==> config.mk <==
export PLATFORM = sky130hd
export DESIGN_NAME = netBringupSeq
export DESIGN_NICKNAME = d
export VERILOG_FILES = /design/src/rtl/bringupPkg.sv /design/src/rtl/bringupCtl.sv /design/src/rtl/bringupDp.sv /design/src/rtl/netBringupSeq.sv
export SDC_FILE = /design/constraint.sdc
export NUM_CORES = 1
export LEC_CHECK = 0
export BUFFER_PORTS_ARGS = -buffer_cell sky130_fd_sc_hd__buf_2
export CAP_MARGIN = 20
export CORE_UTILIZATION = 35
export CTS_CLUSTER_DIAMETER = 150
export DETAILED_ROUTE_END_ITERATION = 8
export SYNTH_ARGS = -nofsm -noshare
export SYNTH_HDL_FRONTEND = slang
export SYNTH_HIERARCHICAL = 1
export SYNTH_SLANG_ARGS = --single-unit
==> constraint.sdc <==
create_clock -name clk -period 3.27 [get_ports clk]
set_input_delay 0.654 -clock clk [delete_from_list [all_inputs] [get_ports clk]]
set_output_delay 0.654 -clock clk [all_outputs]
set_load 0.03 [all_outputs]
==> src/rtl/bringupPkg.sv <==
package bringupPkg;

  typedef enum logic [2:0] {
    OP_WAIT, OP_PINREL, OP_INTWAIT, OP_WR, OP_RD, OP_MACCPY, OP_IWR, OP_FINISH
  } stepOp_e;

  typedef struct packed {
    stepOp_e     op;
    logic [7:0]  addr;
    logic [15:0] data;
  } stepEntry_t;

  typedef struct packed {
    logic       issue;
    logic       rd;
    logic [7:0] addr;
    logic [7:0] wdata;
    logic       loadWait;
    logic       waitSel;
    logic       pinRelease;
    logic       macStore;
    logic [3:0] macIdx;
    logic       handoff;
  } ctlStrobe_t;

  localparam int          MAC_BYTES       = 6;
  localparam int          MAC_FIRST_STEP  = 5;
  localparam int          STEP_COUNT      = MAC_FIRST_STEP + MAC_BYTES + 3;
  localparam logic [7:0]  INT_STATUS_ADDR = 8'h20;
  localparam logic [7:0]  INIT_DONE_MASK  = 8'h04;
  localparam logic [7:0]  MAC_ROM_BASE    = 8'h40;
  localparam logic [7:0]  IND_IDX_ADDR    = 8'hA0;
  localparam logic [7:0]  IND_LO_ADDR     = 8'hA1;
  localparam logic [7:0]  IND_HI_ADDR     = 8'hA2;
  localparam logic [7:0]  IND_CMD_ADDR    = 8'hA3;
  localparam logic [7:0]  IND_CMD_WRITE   = 8'h01;
  localparam logic [2:0]  HANDOFF_STATE   = 3'b101;

  // Step table, computed rather than stored.
  function automatic stepEntry_t stepAt(input int idx);
    stepEntry_t e;
    e = '{OP_FINISH, 8'h00, 16'h0000};
    if (idx >= MAC_FIRST_STEP && idx < MAC_FIRST_STEP + MAC_BYTES) begin
      e.op   = OP_MACCPY;
      e.addr = MAC_ROM_BASE + 8'(idx - MAC_FIRST_STEP);
      e.data = 16'(idx - MAC_FIRST_STEP);
    end else begin
      case (idx)
        0: e = '{OP_WAIT, 8'h00, 16'h0000};
        1: e = '{OP_PINREL, 8'h00, 16'h0000};
        2: e = '{OP_INTWAIT, INT_STATUS_ADDR, {8'h00, INIT_DONE_MASK}};
        3: e = '{OP_WR, INT_STATUS_ADDR, {8'h00, INIT_DONE_MASK}};
        4: e = '{OP_WAIT, 8'h00, 16'h0001};
        MAC_FIRST_STEP + MAC_BYTES:     e = '{OP_IWR, 8'h00, 16'h8000};
        MAC_FIRST_STEP + MAC_BYTES + 1: e = '{OP_IWR, 8'h05, 16'h05EE};
        default: e = '{OP_FINISH, 8'h00, 16'h0000};
      endcase
    end
    return e;
  endfunction

  // Byte access number sub of an indirect 16-bit write: {address, data}.
  function automatic logic [15:0] indByte(input stepEntry_t e, input logic [1:0] sub);
    case (sub)
      2'd0:    return {IND_IDX_ADDR, e.addr};
      2'd1:    return {IND_LO_ADDR, e.data[7:0]};
      2'd2:    return {IND_HI_ADDR, e.data[15:8]};
      default: return {IND_CMD_ADDR, IND_CMD_WRITE};
    endcase
  endfunction

endpackage

==> src/rtl/bringupCtl.sv <==
module bringupCtl
  import bringupPkg::*;
(
  input  logic       clk,
  input  logic       rst,
  input  logic       waitDone,
  input  logic       intSeen,
  input  logic       xcvDone,
  input  logic [7:0] xcvRdata,
  output ctlStrobe_t strobe
);
  localparam int PTR_W = $clog2(STEP_COUNT);

  typedef enum logic [2:0] {C_FETCH, C_WAIT, C_INTW, C_XFER, C_END} ctlState_e;

  ctlState_e  state, stateNext;
  logic [PTR_W-1:0] ptr, ptrNext;
  logic [1:0] sub, subNext;
  stepEntry_t cur;

  assign cur = stepAt(int'(ptr));

  always_comb begin
    strobe    = '0;
    stateNext = state;
    ptrNext   = ptr;
    subNext   = sub;
    case (state)
      C_FETCH: begin
        case (cur.op)
          OP_WAIT: begin
            strobe.loadWait = 1'b1;
            strobe.waitSel  = cur.data[0];
            stateNext       = C_WAIT;
          end
          OP_PINREL: begin
            strobe.pinRelease = 1'b1;
            ptrNext           = ptr + 1'b1;
          end
          OP_INTWAIT: stateNext = C_INTW;
          OP_WR, OP_RD, OP_MACCPY: begin
            strobe.issue = 1'b1;
            strobe.rd    = (cur.op != OP_WR);
            strobe.addr  = cur.addr;
            strobe.wdata = cur.data[7:0];
            stateNext    = C_XFER;
          end
          OP_IWR: begin
            strobe.issue = 1'b1;
            {strobe.addr, strobe.wdata} = indByte(cur, 2'd0);
            subNext      = 2'd0;
            stateNext    = C_XFER;
          end
          default: begin
            strobe.handoff = 1'b1;
            stateNext      = C_END;
          end
        endcase
      end
      C_WAIT: begin
        if (waitDone) begin
          ptrNext   = ptr + 1'b1;
          stateNext = C_FETCH;
        end
      end
      C_INTW: begin
        if (intSeen) begin
          strobe.issue = 1'b1;
          strobe.rd    = 1'b1;
          strobe.addr  = cur.addr;
          stateNext    = C_XFER;
        end
      end
      C_XFER: begin
        if (xcvDone) begin
          case (cur.op)
            OP_INTWAIT: begin
              if ((xcvRdata & cur.data[7:0]) != 8'h00) begin
                ptrNext   = ptr + 1'b1;
                stateNext = C_FETCH;
              end else begin
                stateNext = C_INTW;
              end
            end
            OP_IWR: begin
              if (sub == 2'd3) begin
                ptrNext   = ptr + 1'b1;
                stateNext = C_FETCH;
              end else begin
                subNext      = sub + 2'd1;
                strobe.issue = 1'b1;
                {strobe.addr, strobe.wdata} = indByte(cur, sub + 2'd1);
              end
            end
            OP_MACCPY: begin
              strobe.macStore = 1'b1;
              strobe.macIdx   = cur.data[3:0];
              ptrNext         = ptr + 1'b1;
              stateNext       = C_FETCH;
            end
            default: begin
              ptrNext   = ptr + 1'b1;
              stateNext = C_FETCH;
            end
          endcase
        end
      end
      default: stateNext = C_END;
    endcase
  end

  always_ff @(posedge clk or posedge rst) begin
    if (rst) begin
      state <= C_FETCH;
      ptr   <= '0;
      sub   <= '0;
    end else begin
      state <= stateNext;
      ptr   <= ptrNext;
      sub   <= subNext;
    end
  end

endmodule

==> src/rtl/bringupDp.sv <==
module bringupDp
  import bringupPkg::*;
#(
  parameter int RST_PULSE_CYC = 50000,
  parameter int SETTLE_CYC    = 25000
) (
  input  logic       clk,
  input  logic       rst,
  input  ctlStrobe_t strobe,
  input  logic       dbgShort,
  input  logic       ctrlIntN,
  input  logic [7:0] xcvRdata,
  output logic       waitDone,
  output logic       intSeen,
  output logic       ctrlRstN,
  output logic       xcvGo,
  output logic [7:0] xcvAddr,
  output logic [7:0] xcvWdata,
  output logic       xcvRead,
  output logic       macWe,
  output logic [3:0] macAddr,
  output logic [7:0] macData,
  output logic       stateWe,
  output logic [2:0] stateD
);
  localparam int LONGEST = (RST_PULSE_CYC > SETTLE_CYC) ? RST_PULSE_CYC : SETTLE_CYC;
  localparam int CNT_W   = $clog2(LONGEST + 2);

  logic [CNT_W-1:0] waitCnt;
  logic [1:0]       intSync;

  always_ff @(posedge clk or posedge rst) begin
    if (rst) begin
      waitCnt <= '0;
    end else if (strobe.loadWait) begin
      waitCnt <= strobe.waitSel ? CNT_W'(SETTLE_CYC) : CNT_W'(RST_PULSE_CYC);
    end else if (waitCnt != '0) begin
      waitCnt <= waitCnt - 1'b1;
    end
  end

  assign waitDone = (waitCnt == '0) || dbgShort;

  always_ff @(posedge clk or posedge rst) begin
    if (rst) intSync <= 2'b11;
    else     intSync <= {intSync[0], ctrlIntN};
  end

  assign intSeen = ~intSync[1];

  always_ff @(posedge clk or posedge rst) begin
    if (rst) begin
      ctrlRstN <= 1'b0;
      xcvGo    <= 1'b0;
      xcvAddr  <= '0;
      xcvWdata <= '0;
      xcvRead  <= 1'b0;
      macWe    <= 1'b0;
      macAddr  <= '0;
      macData  <= '0;
      stateWe  <= 1'b0;
      stateD   <= '0;
    end else begin
      if (strobe.pinRelease) ctrlRstN <= 1'b1;
      xcvGo <= strobe.issue;
      if (strobe.issue) begin
        xcvAddr  <= strobe.addr;
        xcvWdata <= strobe.wdata;
        xcvRead  <= strobe.rd;
      end
      macWe <= strobe.macStore;
      if (strobe.macStore) begin
        macAddr <= strobe.macIdx;
        macData <= xcvRdata;
      end
      stateWe <= strobe.handoff;
      stateD  <= strobe.handoff ? HANDOFF_STATE : 3'b000;
    end
  end

endmodule

==> src/rtl/netBringupSeq.sv <==
module netBringupSeq
  import bringupPkg::*;
#(
  parameter int RST_PULSE_CYC = 50000,
  parameter int SETTLE_CYC    = 25000
) (
  input  logic       clk,
  input  logic       rst,
  input  logic       dbgShort,
  output logic       ctrlRstN,
  input  logic       ctrlIntN,
  output logic       xcvGo,
  output logic [7:0] xcvAddr,
  output logic [7:0] xcvWdata,
  output logic       xcvRead,
  input  logic [7:0] xcvRdata,
  input  logic       xcvDone,
  output logic       macWe,
  output logic [3:0] macAddr,
  output logic [7:0] macData,
  output logic       stateWe,
  output logic [2:0] stateD
);
  ctlStrobe_t strobe;
  logic       waitDone;
  logic       intSeen;

  bringupCtl ctl (
    .clk(clk), .rst(rst), .waitDone(waitDone), .intSeen(intSeen),
    .xcvDone(xcvDone), .xcvRdata(xcvRdata), .strobe(strobe)
  );

  bringupDp #(.RST_PULSE_CYC(RST_PULSE_CYC), .SETTLE_CYC(SETTLE_CYC)) dp (
    .clk(clk), .rst(rst), .strobe(strobe), .dbgShort(dbgShort),
    .ctrlIntN(ctrlIntN), .xcvRdata(xcvRdata), .waitDone(waitDone),
    .intSeen(intSeen), .ctrlRstN(ctrlRstN), .xcvGo(xcvGo),
    .xcvAddr(xcvAddr), .xcvWdata(xcvWdata), .xcvRead(xcvRead),
    .macWe(macWe), .macAddr(macAddr), .macData(macData),
    .stateWe(stateWe), .stateD(stateD)
  );

endmodule

==> results of run 1 <==
## logic make-up (layout without fill, tap and decap cells)
kind of cell,Yosys count,in the layout,share of synthesized area (%)
buf+inv,41,113,4.850
simple gates,134,134,20.53
compound gates,95,95,18.34
flops,60,60,39.93
fa+ha+maj,14,14,4.651
other cells,1,1,0.09957
xor+xnor,6,6,1.395
mux,34,34,10.20
## final timing paths
| path | startpoint | endpoint | slack (ps) | cells after the start |
|---|---|---|---|---|
| min in group clk | dp/intSync[0] | dp/intSync[1] | 360 | 0 |
| max reg2reg | ctl/ptr[0] | dp/xcvWdata[0] | 180 | 13 |
| max in group asynchronous | rst | dp/xcvAddr[5] | 2550 | 3 |
| min reg2reg | dp/intSync[0] | dp/intSync[1] | 360 | 0 |
| min | rst | dp/xcvAddr[6] | 220 | 2 |
| max | ctl/ptr[0] | dp/xcvWdata[0] | 180 | 13 |
## per-stage QoR
stage | TNS, ps | setup slack, ps | util, %
2_1_floorplan | 0 | 31.85 | -
3_3_place_gp | 0 | 170.6 | 41.31
3_5_place_dp | 0 | 100.8 | 41.31
4_1_cts | 0 | 70.99 | 43.39
5_1_grt | -8.062 | -7.373 | 43.81
6_report | 0 | 182.2 | 43.81
## per-layer routing
metal / vias up / track usage [%]
li1: 1524 / -
met1: 1540 / 25.24
met2: 138 / 28.10
met3: 11 / 4.082
met4: 0 / 5.060
met5: - / 0
## Yosys cell counts, types with 3 or more instances
cell,instances,share of area [%]
o21ai_0,13,1.7
nor3b_1,3,0.60
xnor2_1,5,1.2
o22ai_1,7,1.2
buf_2,5,0.66
or3_1,4,0.66
a211o_1,3,0.70
buf_4,4,0.80
inv_1,26,2.6
nor3_2,3,0.80
nor3_1,13,1.7
and2_1,3,0.50
nand4_1,6,1.0
o21ai_1,11,1.5
nand2b_1,6,1.0
ha_1,14,4.7
and3_1,4,0.66
nor2_1,29,2.9
nand3_1,6,0.80
nor2b_1,6,1.0
a21o_1,3,0.60
nand2_1,26,2.6
or2_2,5,0.83
a211oi_1,4,0.80
o31ai_1,7,1.4
dfrtp_1,58,39
mux2_2,30,9.0
a31oi_1,4,0.66
a21oi_1,15,2.0
## state kept, by name, indices dropped and copies added, names as in the netlist
signal	count
ctl/ptr	4
ctl/state	3
ctl/sub	2
dp/ctrlRstN	1
dp/intSync	2
dp/macAddr	4
dp/macData	8
dp/macWe	1
dp/stateD	1
dp/waitCnt	16
dp/xcvAddr	8
dp/xcvGo	1
dp/xcvRead	1
dp/xcvWdata	8
## final cells by class
class / instances / area, um2 / share of cell area, %
clock buffer: 9 / 123.9 / 2.727
clock inverter: 7 / 91.34 / 2.010
inverter: 27 / 101.3 / 2.231
multi-input combinational: 284 / 2115 / 46.54
sequential: 60 / 1505 / 33.13
tap: 136 / 170.2 / 3.746
timing repair buffer: 70 / 436.7 / 9.612
## worst register-to-register path: stages, from the launching register on
cell      delay, ps
dfrtp_2         420
inv_1           130
ha_2            280
nor4_4          350
a211oi_4         80
a21o_1          210
ha_1            200
or2_2           340
a21oi_4         170
buf_4           170
nor2_1           80
a22oi_1         190
o22ai_1         110
mux2_2          270
## report_power, final
part           switching (mW)  internal (mW)
clock                   0.304          0.426
sequential           0.000332          0.744
combinational          0.0213        0.00899
total                   0.326           1.18
==> qor.yml, run 1 <==
status: "finished clean"
grt_first_pass_wirelength_um: 15800
finalSetupViolCount: 0
drive_above_1_share_pct: 35.89
antenna_cells: 0
globalRouteOverflowTotal: 0
wl_met2_um: 4232
layout_min_cycle_time_ps: 3088
path_cells: "inv_1 -> ha_2 -> nor4_4 -> a211oi_4 -> a21o_1 -> ha_1 -> or2_2 -> a21oi_4 -> buf_4 -> nor2_1 -> a22oi_1 -> o22ai_1 -> mux2_2"
grt_pass1_vias: 3054
cts_buffers: 9
layout_commonest_cell: "dfrtp_1"
cts-root-buf: "clkbuf_8"
max_freq_ghz: 0.3239
cp_slowest_cell: "dfrtp_2"
ant_nets: 0
port_buffers: 47
htreeDepth: 3
dr.first_iter.drc_count: 208
dieArea_mm2: 0.01118
antenna_found_initial: 0
avgSynthCellArea_um2: 9.782
io_pins: 49
critPathMaxStageDelay_ps: 420
start_util_pct: 36.32
cts_tree: "yes"
wl_um: 9513
track_usage_pct: 18.12
ys_seq_area_share_pct: 39.93
relSlewSlack_pct: 60.64
instances_no_fill: 593
worstPathRequired_ps: 3500
powerDensity_mw_per_mm2: 331.1
end_kind: "flip-flop"
place_area_mm2: 0.004284
worstMarginPinSlew_ps: 586.0
cts_setup_buffers: 0
hold_class: "input port to async pin"
drt_pass1_iterations: 8
vias: 3213
design_area_mm2: 0.004543
cts_sinks: 60
crit_arrival_ps: 3320
dp_cells: 576
cp_top_family: "simple AND/OR/NAND/NOR gates"
cts_resized: 0
gp_congestion: 0.9052
syn_nets: 412
dp_hpwl_um: 7252
hold_viol_final: 0
critPathMaxFanout: 8
n_fill_cell: 999
finalCritPeriodShare_pct: 94.43
mostFrequentLayoutCells: "57 x dfrtp_1, 47 x buf_2, 30 x mux2_2"
drc: 0
slew_violations: 0
grt_max_degree: 51
die_w_um: 105.7
insertion_delay_ps: 350
fp.dieH_um: 105.7
path_class: "flip-flop to flip-flop"
netlist-cell-type-count: 77
final_nets: 479
wl_met1_um: 4469
synth_edf_count: 0
met3WireLength_um: 724
vias_per_cell: 5.418
cts_hold_buffers: 0
rows: 37
cap_viol_max_count: 0
syn-cell-area_mm2: 0.003766
async_flop_share_pct: 100.0
cp.buffers_inverters: 2
ys_ff_latch: 60
holdWs_ps: 224.0
startpoint_type: "flip-flop"
p_leak_nw: 2.023
syn_to_final_growth_pct: 20.63
yosysWarnings: 6
ir_drop_mv: 0.1977
core_mm2: 0.01037
finalPower_mw: 1.504
ys.flop_type: "dfrtp_1"
synthesis.instances: 385
top_layer_used: "met4"
clockBufferDepth: 2
cts.clk_slew.worst_paths_ps: 80
clock_skew_ps: 11.06
wire_per_inst_um: 16.04
No activity file was read; power rests on OpenSTA's default activity.
==> run 2: changes to the inputs <==
--- a/config.mk
+++ b/config.mk
@@ -5,6 +5,7 @@
 export SDC_FILE = /design/constraint.sdc
 export NUM_CORES = 1
 export LEC_CHECK = 0
+export ABC_AREA = 1
 export BUFFER_PORTS_ARGS = -buffer_cell sky130_fd_sc_hd__buf_2
 export CAP_MARGIN = 20
 export CORE_UTILIZATION = 35
==> run 2 against run 1 <==
- critical path depth grew 1
- register-to-register slack improved by 80 ps
- flip-flop and latch count is the same
- core utilization decreased by 2.0 points
- highest routed layer unchanged
- via count fell by 0.40%
- area after synthesis is 4.7% higher
- routed wire length down 6.5%
- critical path type unchanged
- count of clock-buffer cells in the layout up 1
- clock skew increased by 1.5 ps
==> qor.yml, run 2 <==
status: "finished clean"
start_util_pct: 36.21  # -0.11 points
crit_arrival_ps: 3240  # -80 ps
cts_tree: "yes"
worstMarginPinSlew_ps: 608.9  # +22.94 ps
critPathMaxStageDelay_ps: 470  # +50 ps
antenna_cells: 0  # unchanged
finalSetupViolCount: 0  # unchanged
wl_um: 8895  # -6.5%
layout_commonest_cell: "nand2_1"
fp.dieH_um: 108.1  # +2.3%
rows: 38  # +2.7%
dr.first_iter.drc_count: 142  # -32%
antenna_found_initial: 0  # unchanged
synth.most_common_cell: "nand2_1"
startpoint_type: "flip-flop"
cts-root-buf: "clkbuf_8"
avgSynthCellArea_um2: 8.335  # -15%
syn-cell-area_mm2: 0.003943  # +4.7%
max_freq_ghz: 0.3324  # +2.6%
cts.clk_slew.worst_paths_ps: 80  # about the same
ys.flop_type: "dfrtp_1"
hold_class: "input port to async pin"
grt.met2_usage_pct: 27.43  # -0.67 points
synth_commonest_cells: "104 x nand2_1, 58 x dfrtp_1, 56 x inv_1"
synthesis.instances: 473  # +23%
met3_usage_pct: 5.546  # +1.5 points
end_kind: "flip-flop"
regMostFlops: "dp/waitCnt"
cts_sinks: 60  # unchanged
ant_nets: 0  # unchanged
grt_first_pass_wirelength_um: 14990  # -5.1%
finalCritPeriodShare_pct: 91.99  # -2.4 points
clock_skew_ps: 12.52  # +1.459 ps
cp.buffers_inverters: 2  # unchanged
ys_seq_area_share_pct: 38.15  # -1.8 points
cp_slowest_cell: "dfrtp_1"
drt_pass1_iterations: 4  # -4
slew_violations: 0  # unchanged
path_class: "flip-flop to flip-flop"
vias: 3200  # -0.40%
ir_drop_mv: 0.7191  # +260%
dp_hpwl_um: 6818  # -6.0%
cts_hold_buffers: 0  # unchanged
yosysWarnings: 6  # unchanged
vias_per_cell: 4.755  # -12%
clockBufferDepth: 2  # unchanged
core_mm2: 0.01089  # +5.0%
port_buffers: 47  # unchanged
hold_viol_final: 0  # unchanged
instances_no_fill: 673  # +13%
final_nets: 555  # +16%
critPathMaxFanout: 11  # +3
insertion_delay_ps: 360  # about the same
worstPathRequired_ps: 3510  # about the same
synth_top_area_share_pct: 36.81  # -1.7 points
wire_per_inst_um: 13.22  # -18%
dieArea_mm2: 0.01169  # +4.6%
async_flop_share_pct: 100.0  # unchanged
cts_buffers: 9  # unchanged
htreeDepth: 3  # unchanged
synth_edf_count: 0  # unchanged
cp_top_family: "simple AND/OR/NAND/NOR gates"
dp_cells: 656  # +14%
grt_max_degree: 52  # +2.0%
preCtsSetupSlack_ps: 146.2  # +45.40 ps
largest_register_ffs: 16  # unchanged
yosys-top-cells-area: "dfrtp_1 37%, nand2_1 9.9%, mux2_2 8.3%, inv_1 5.3%, nor2_1 4.5%"
track_usage_pct: 16.77  # -1.3 points
drive_above_1_share_pct: 30.96  # -4.9 points
syn_nets: 500  # +21%
syn_to_final_growth_pct: 15.36
worst_slack_ps: 261.8  # +79.60 ps
ys_ff_latch: 60  # unchanged
relSlewSlack_pct: 59.41  # -1.2 points
drc: 0  # unchanged
p_leak_nw: 2.441  # +21%
netlist-cell-type-count: 43  # -44%
synth_largest_area_cell: "dfrtp_1"
grtUsageMet1_pct: 19.97  # -5.3 points
io_pins: 49  # unchanged
layout_min_cycle_time_ps: 3008  # -79.60 ps
path_cells: "ha_1 -> nand2_2 -> nor2_4 -> nor2_4 -> nand2_4 -> nand4_1 -> inv_1 -> ha_2 -> nand2_4 -> nor2_1 -> nor2_2 -> nand2_1 -> buf_4 -> mux2_2"
mostFrequentLayoutCells: "104 x nand2_1, 58 x dfrtp_1, 55 x inv_1"
grt_pass1_vias: 3278  # +7.3%
globalRoute.busiestLayer: "met2"
gp_congestion: 0.8727  # -3.6%
die_w_um: 108.1  # +2.3%
cap_viol_max_count: 0  # unchanged
globalRouteOverflowTotal: 0  # unchanged
powerDensity_mw_per_mm2: 1059  # +220%
run 2: cells by family (layout without fill, tap and decap cells):
| family | Yosys count | after routing | synth area share, % |
|---|---|---|---|
| simple gates | 247 | 247 | 33.70 |
| mux | 29 | 29 | 8.283 |
| other cells | 1 | 1 | 0.09512 |
| fa+ha+maj | 14 | 14 | 4.443 |
| xor+xnor | 7 | 7 | 1.555 |
| buf+inv | 77 | 137 | 8.219 |
| flops | 60 | 60 | 38.15 |
| compound gates | 38 | 38 | 5.554 |
run 2: final cells by class:
cell class,instances,area [um2]
sequential,60,1504
fill,1127,6340
inverter,68,255.2
timing repair buffer,53,292.8
clock inverter,6,63.81
tap,140,175.2
multi-input combinational,336,2120
clock buffer,10,137.6
run 2: repair_timing:
action,in CTS,in global routing
resized for setup,0,3
setup buffers,0,0
setup endpoints to repair,0,35
run 2: worst paths after layout:
path | slack, ps | cells past startpoint | endpoint | from
setup / recovery | 260 | 14 | dp/xcvWdata[0] | ctl/ptr[0]
hold / removal | 290 | 2 | ctl/ptr[1] | rst
setup reg to reg | 260 | 14 | dp/xcvWdata[0] | ctl/ptr[0]
hold reg to reg | 360 | 0 | dp/intSync[1] | dp/intSync[0]
max in group asynchronous | 2440 | 3 | dp/xcvWdata[4] | rst
min in group clk | 360 | 0 | dp/intSync[1] | dp/intSync[0]
run 2: metal layers:
layer | part of all wire [%] | vias up
met2 | 47 | 77
met4 | 1.9 | 0
li1 | - | 1625
met3 | 5.0 | 14
met5 | 0 | -
met1 | 46 | 1484
run 2: worst reg2reg max path: stages (launching register included):
cell,delay (ps)
dfrtp_1,470
ha_1,260
nand2_2,120
nor2_4,170
nor2_4,70
nand2_4,190
nand4_1,210
inv_1,160
ha_2,240
nand2_4,100
nor2_1,180
nor2_2,100
nand2_1,90
buf_4,190
mux2_2,350
run 2: through the flow:
step / TNS, ps / cell area [um2] / util [%] / power, mW / hold WS [ps]
CTS: 0 / 4523 / 41.54 / 4.821 / 291.7
detailed placement: 0 / 4322 / 39.69 / 4.107 / 349.1
global route: -13.61 / 4548 / 41.77 / 5.261 / 310.5
global placement: 0 / 4322 / 39.69 / 4.066 / 353.6
floorplan: 0 / 3943 / - / 3.494 / 345.2
finish: 0 / 4548 / 41.77 / 4.815 / 294.1
run 2: where the power goes:
group | switching, mW | internal (mW) | total [mW]
clock | 0.308 | 0.370 | 0.678
sequential | 0.214 | 0.988 | 1.20
combinational | 1.92 | 1.01 | 2.93
total | 2.44 | 2.37 | 4.81
==> run 3: changes to the inputs <==
--- a/config.mk
+++ b/config.mk
@@ -11,6 +11,7 @@
 export CORE_UTILIZATION = 35
 export CTS_CLUSTER_DIAMETER = 150
 export DETAILED_ROUTE_END_ITERATION = 8
+export RECOVER_POWER = 25
 export SYNTH_ARGS = -nofsm -noshare
 export SYNTH_HDL_FRONTEND = slang
 export SYNTH_HIERARCHICAL = 1
==> run 3 against run 2 <==
- the run now ends with capacitance limit, slew limit left
- total power about the same
- final area down 0.38%
- register-to-register slack about the same
- die area unchanged
- clock power about the same
- clock skew about the same
- largest cell class unchanged
- highest routed layer unchanged
==> qor.yml, run 3 (same netlist as run 2, synthesis figures left out) <==
status: "complete, but fails checks"
violations: "capacitance limit, slew limit"
clock_skew_ps: 12.44  # -0.08450 ps
cap_viol_max_count: 1  # +1
finalPower_mw: 4.811  # about the same
end_kind: "flip-flop"
ff2ff_setup_slack_ps: 270  # about the same
p_leak_nw: 2.431  # -0.41%
path_class: "flip-flop to flip-flop"
drt_pass1_iterations: 5  # +1
drive_above_1_share_pct: 30.39  # -0.56 points
worstMarginPinSlew_ps: 1855  # +1246 ps
rows: 38  # unchanged
vias: 3192  # -0.25%
worstReg2RegEnd: "dp/xcvWdata[0]"
gp_congestion: 0.8727  # unchanged
fp.dieH_um: 108.1  # unchanged
reg2reg_depth: 14  # unchanged
cp.buffers_inverters: 2  # unchanged
io_pins: 49  # unchanged
layout_min_cycle_time_ps: 2998  # -10.28 ps
regMostFlops: "dp/waitCnt"
clockBufferDepth: 2  # unchanged
wire_per_inst_um: 13.18  # -0.27%
finalSetupViolCount: 0  # unchanged
antenna_cells: 0  # unchanged
grt_first_pass_wirelength_um: 14990  # unchanged
syn_to_final_growth_pct: 14.92
hold_class: "input port to async pin"
worstPathRequired_ps: 3510  # about the same
largest_register_ffs: 16  # unchanged
startpoint_type: "flip-flop"
powerDensity_mw_per_mm2: 1062  # +0.31%
hold_viol_final: 0  # unchanged
cts_hold_buffers: 0  # unchanged
critPathMaxFanout: 11  # unchanged
globalRouteOverflowTotal: 0  # unchanged
track_usage_pct: 16.77  # unchanged
antenna_found_initial: 0  # unchanged
finalCritPeriodShare_pct: 91.68  # -0.31 points
worstReg2RegStart: "ctl/ptr[0]"
cp_top_family: "simple AND/OR/NAND/NOR gates"
cts.clk_slew.worst_paths_ps: 80  # about the same
die_w_um: 108.1  # unchanged
slew_violations: 35  # +35
htreeDepth: 3  # unchanged
preCtsSetupSlack_ps: 146.2  # unchanged
worst_slack_ps: 272.1  # +10.28 ps
path_cells: "ha_1 -> nand2_2 -> nor2_4 -> nor2_4 -> nand2_4 -> nand4_1 -> inv_1 -> ha_2 -> nand2_4 -> nor2_1 -> nor2_2 -> nand2_1 -> buf_4 -> mux2_2"
max_freq_ghz: 0.3336  # +0.34%
core_mm2: 0.01089  # unchanged
dp_hpwl_um: 6818  # unchanged
cp_slowest_cell: "dfrtp_1"
critPathMaxStageDelay_ps: 470  # about the same
dieArea_mm2: 0.01169  # unchanged
mostFrequentLayoutCells: "104 x nand2_1, 58 x dfrtp_1, 56 x inv_1"
ir_drop_mv: 0.7203  # +0.18%
start_util_pct: 36.21  # unchanged
cts_buffers: 9  # unchanged
vias_per_cell: 4.743  # -0.25%
cts-root-buf: "clkbuf_8"
wl_um: 8871  # -0.27%
cts_sinks: 60  # unchanged
layout_commonest_cell: "nand2_1"
insertion_delay_ps: 360  # about the same
port_buffers: 47  # unchanged
final_nets: 555  # unchanged
grt_max_degree: 52  # unchanged
drc: 0  # unchanged
dr.first_iter.drc_count: 139  # -2.1%
cts_tree: "yes"
relSlewSlack_pct: -23.65  # -83 points
crit_arrival_ps: 3230  # about the same
grt_pass1_vias: 3278  # unchanged
ant_nets: 0  # unchanged
[run 3: cell count changes in the layout (fill, tap and decap cells not counted)]
cell	previous run	this run
clkbuf_1	0	2
buf_12	1	0
buf_2	47	46
inv_1	55	56
inv_2	12	11
[run 3: final cells by class]
cell class / count / area, um2
Fill cell: 1129 / 6357
Multi-Input combinational cell: 336 / 2120
Sequential cell: 60 / 1504
Timing Repair Buffer: 53 / 275.3
Inverter: 68 / 255.2
Tap cell: 140 / 175.2
Clock buffer: 10 / 137.6
Clock inverter: 6 / 63.81
[run 3: timing repair]
item                       in CTS  in global routing
buffers inserted                0                  0
setup endpoints to repair       0                 35
gates resized for setup         0                  3
[run 3: power breakdown]
group	internal, mW	switching (mW)
registers	0.988	0.214
logic	1.01	1.92
clock network	0.370	0.308
[run 3: through the flow]
stage | area (um2) | instances | hold WS [ps] | utilization, % | TNS (ps)
after floorplan | 3943 | 473 | 345.2 | - | 0
after detailed placement | 4322 | 656 | 349.1 | 39.69 | 0
after CTS | 4523 | 672 | 291.7 | 41.54 | 0
final | 4531 | 673 | 265.7 | 41.61 | 0
after global routing | 4531 | 673 | 296.5 | 41.61 | -13.61
after global placement | 4322 | 656 | 353.6 | 39.69 | 0
[run 3: worst register-to-register path, stage by stage (launching register included)]
cell,delay [ps]
dfrtp_1,470
ha_1,260
nand2_2,120
nor2_4,170
nor2_4,70
nand2_4,190
nand4_1,200
inv_1,150
ha_2,240
nand2_4,100
nor2_1,180
nor2_2,100
nand2_1,90
buf_4,190
mux2_2,350
[run 3: worst max path at each step]
stage | startpoint | end | slack, ps | depth (start not counted)
global route | ctl/ptr[0] | dp/waitCnt[4] | -10 | 15
floorplan | ctl/ptr[0] | dp/xcvAddr[0] | 290 | 16
global placement | ctl/ptr[0] | dp/xcvWdata[7] | 240 | 15
detailed placement | ctl/ptr[0] | dp/xcvWdata[7] | 150 | 15
finish | ctl/ptr[0] | dp/xcvWdata[0] | 270 | 14
CTS | ctl/ptr[0] | dp/xcvWdata[0] | 120 | 15
[run 3: layer usage]
metal  part of all wire (%)  up-vias  global-route usage (%)  wire length, um
met3                    5.1       14                   5.546              453
met5                      0        -                       0                0
met1                     46     1473                   19.97             4058
met4                    1.9        0                   7.436              170
met2                     47       79                   27.43             4187
li1                       -     1626                       -                -
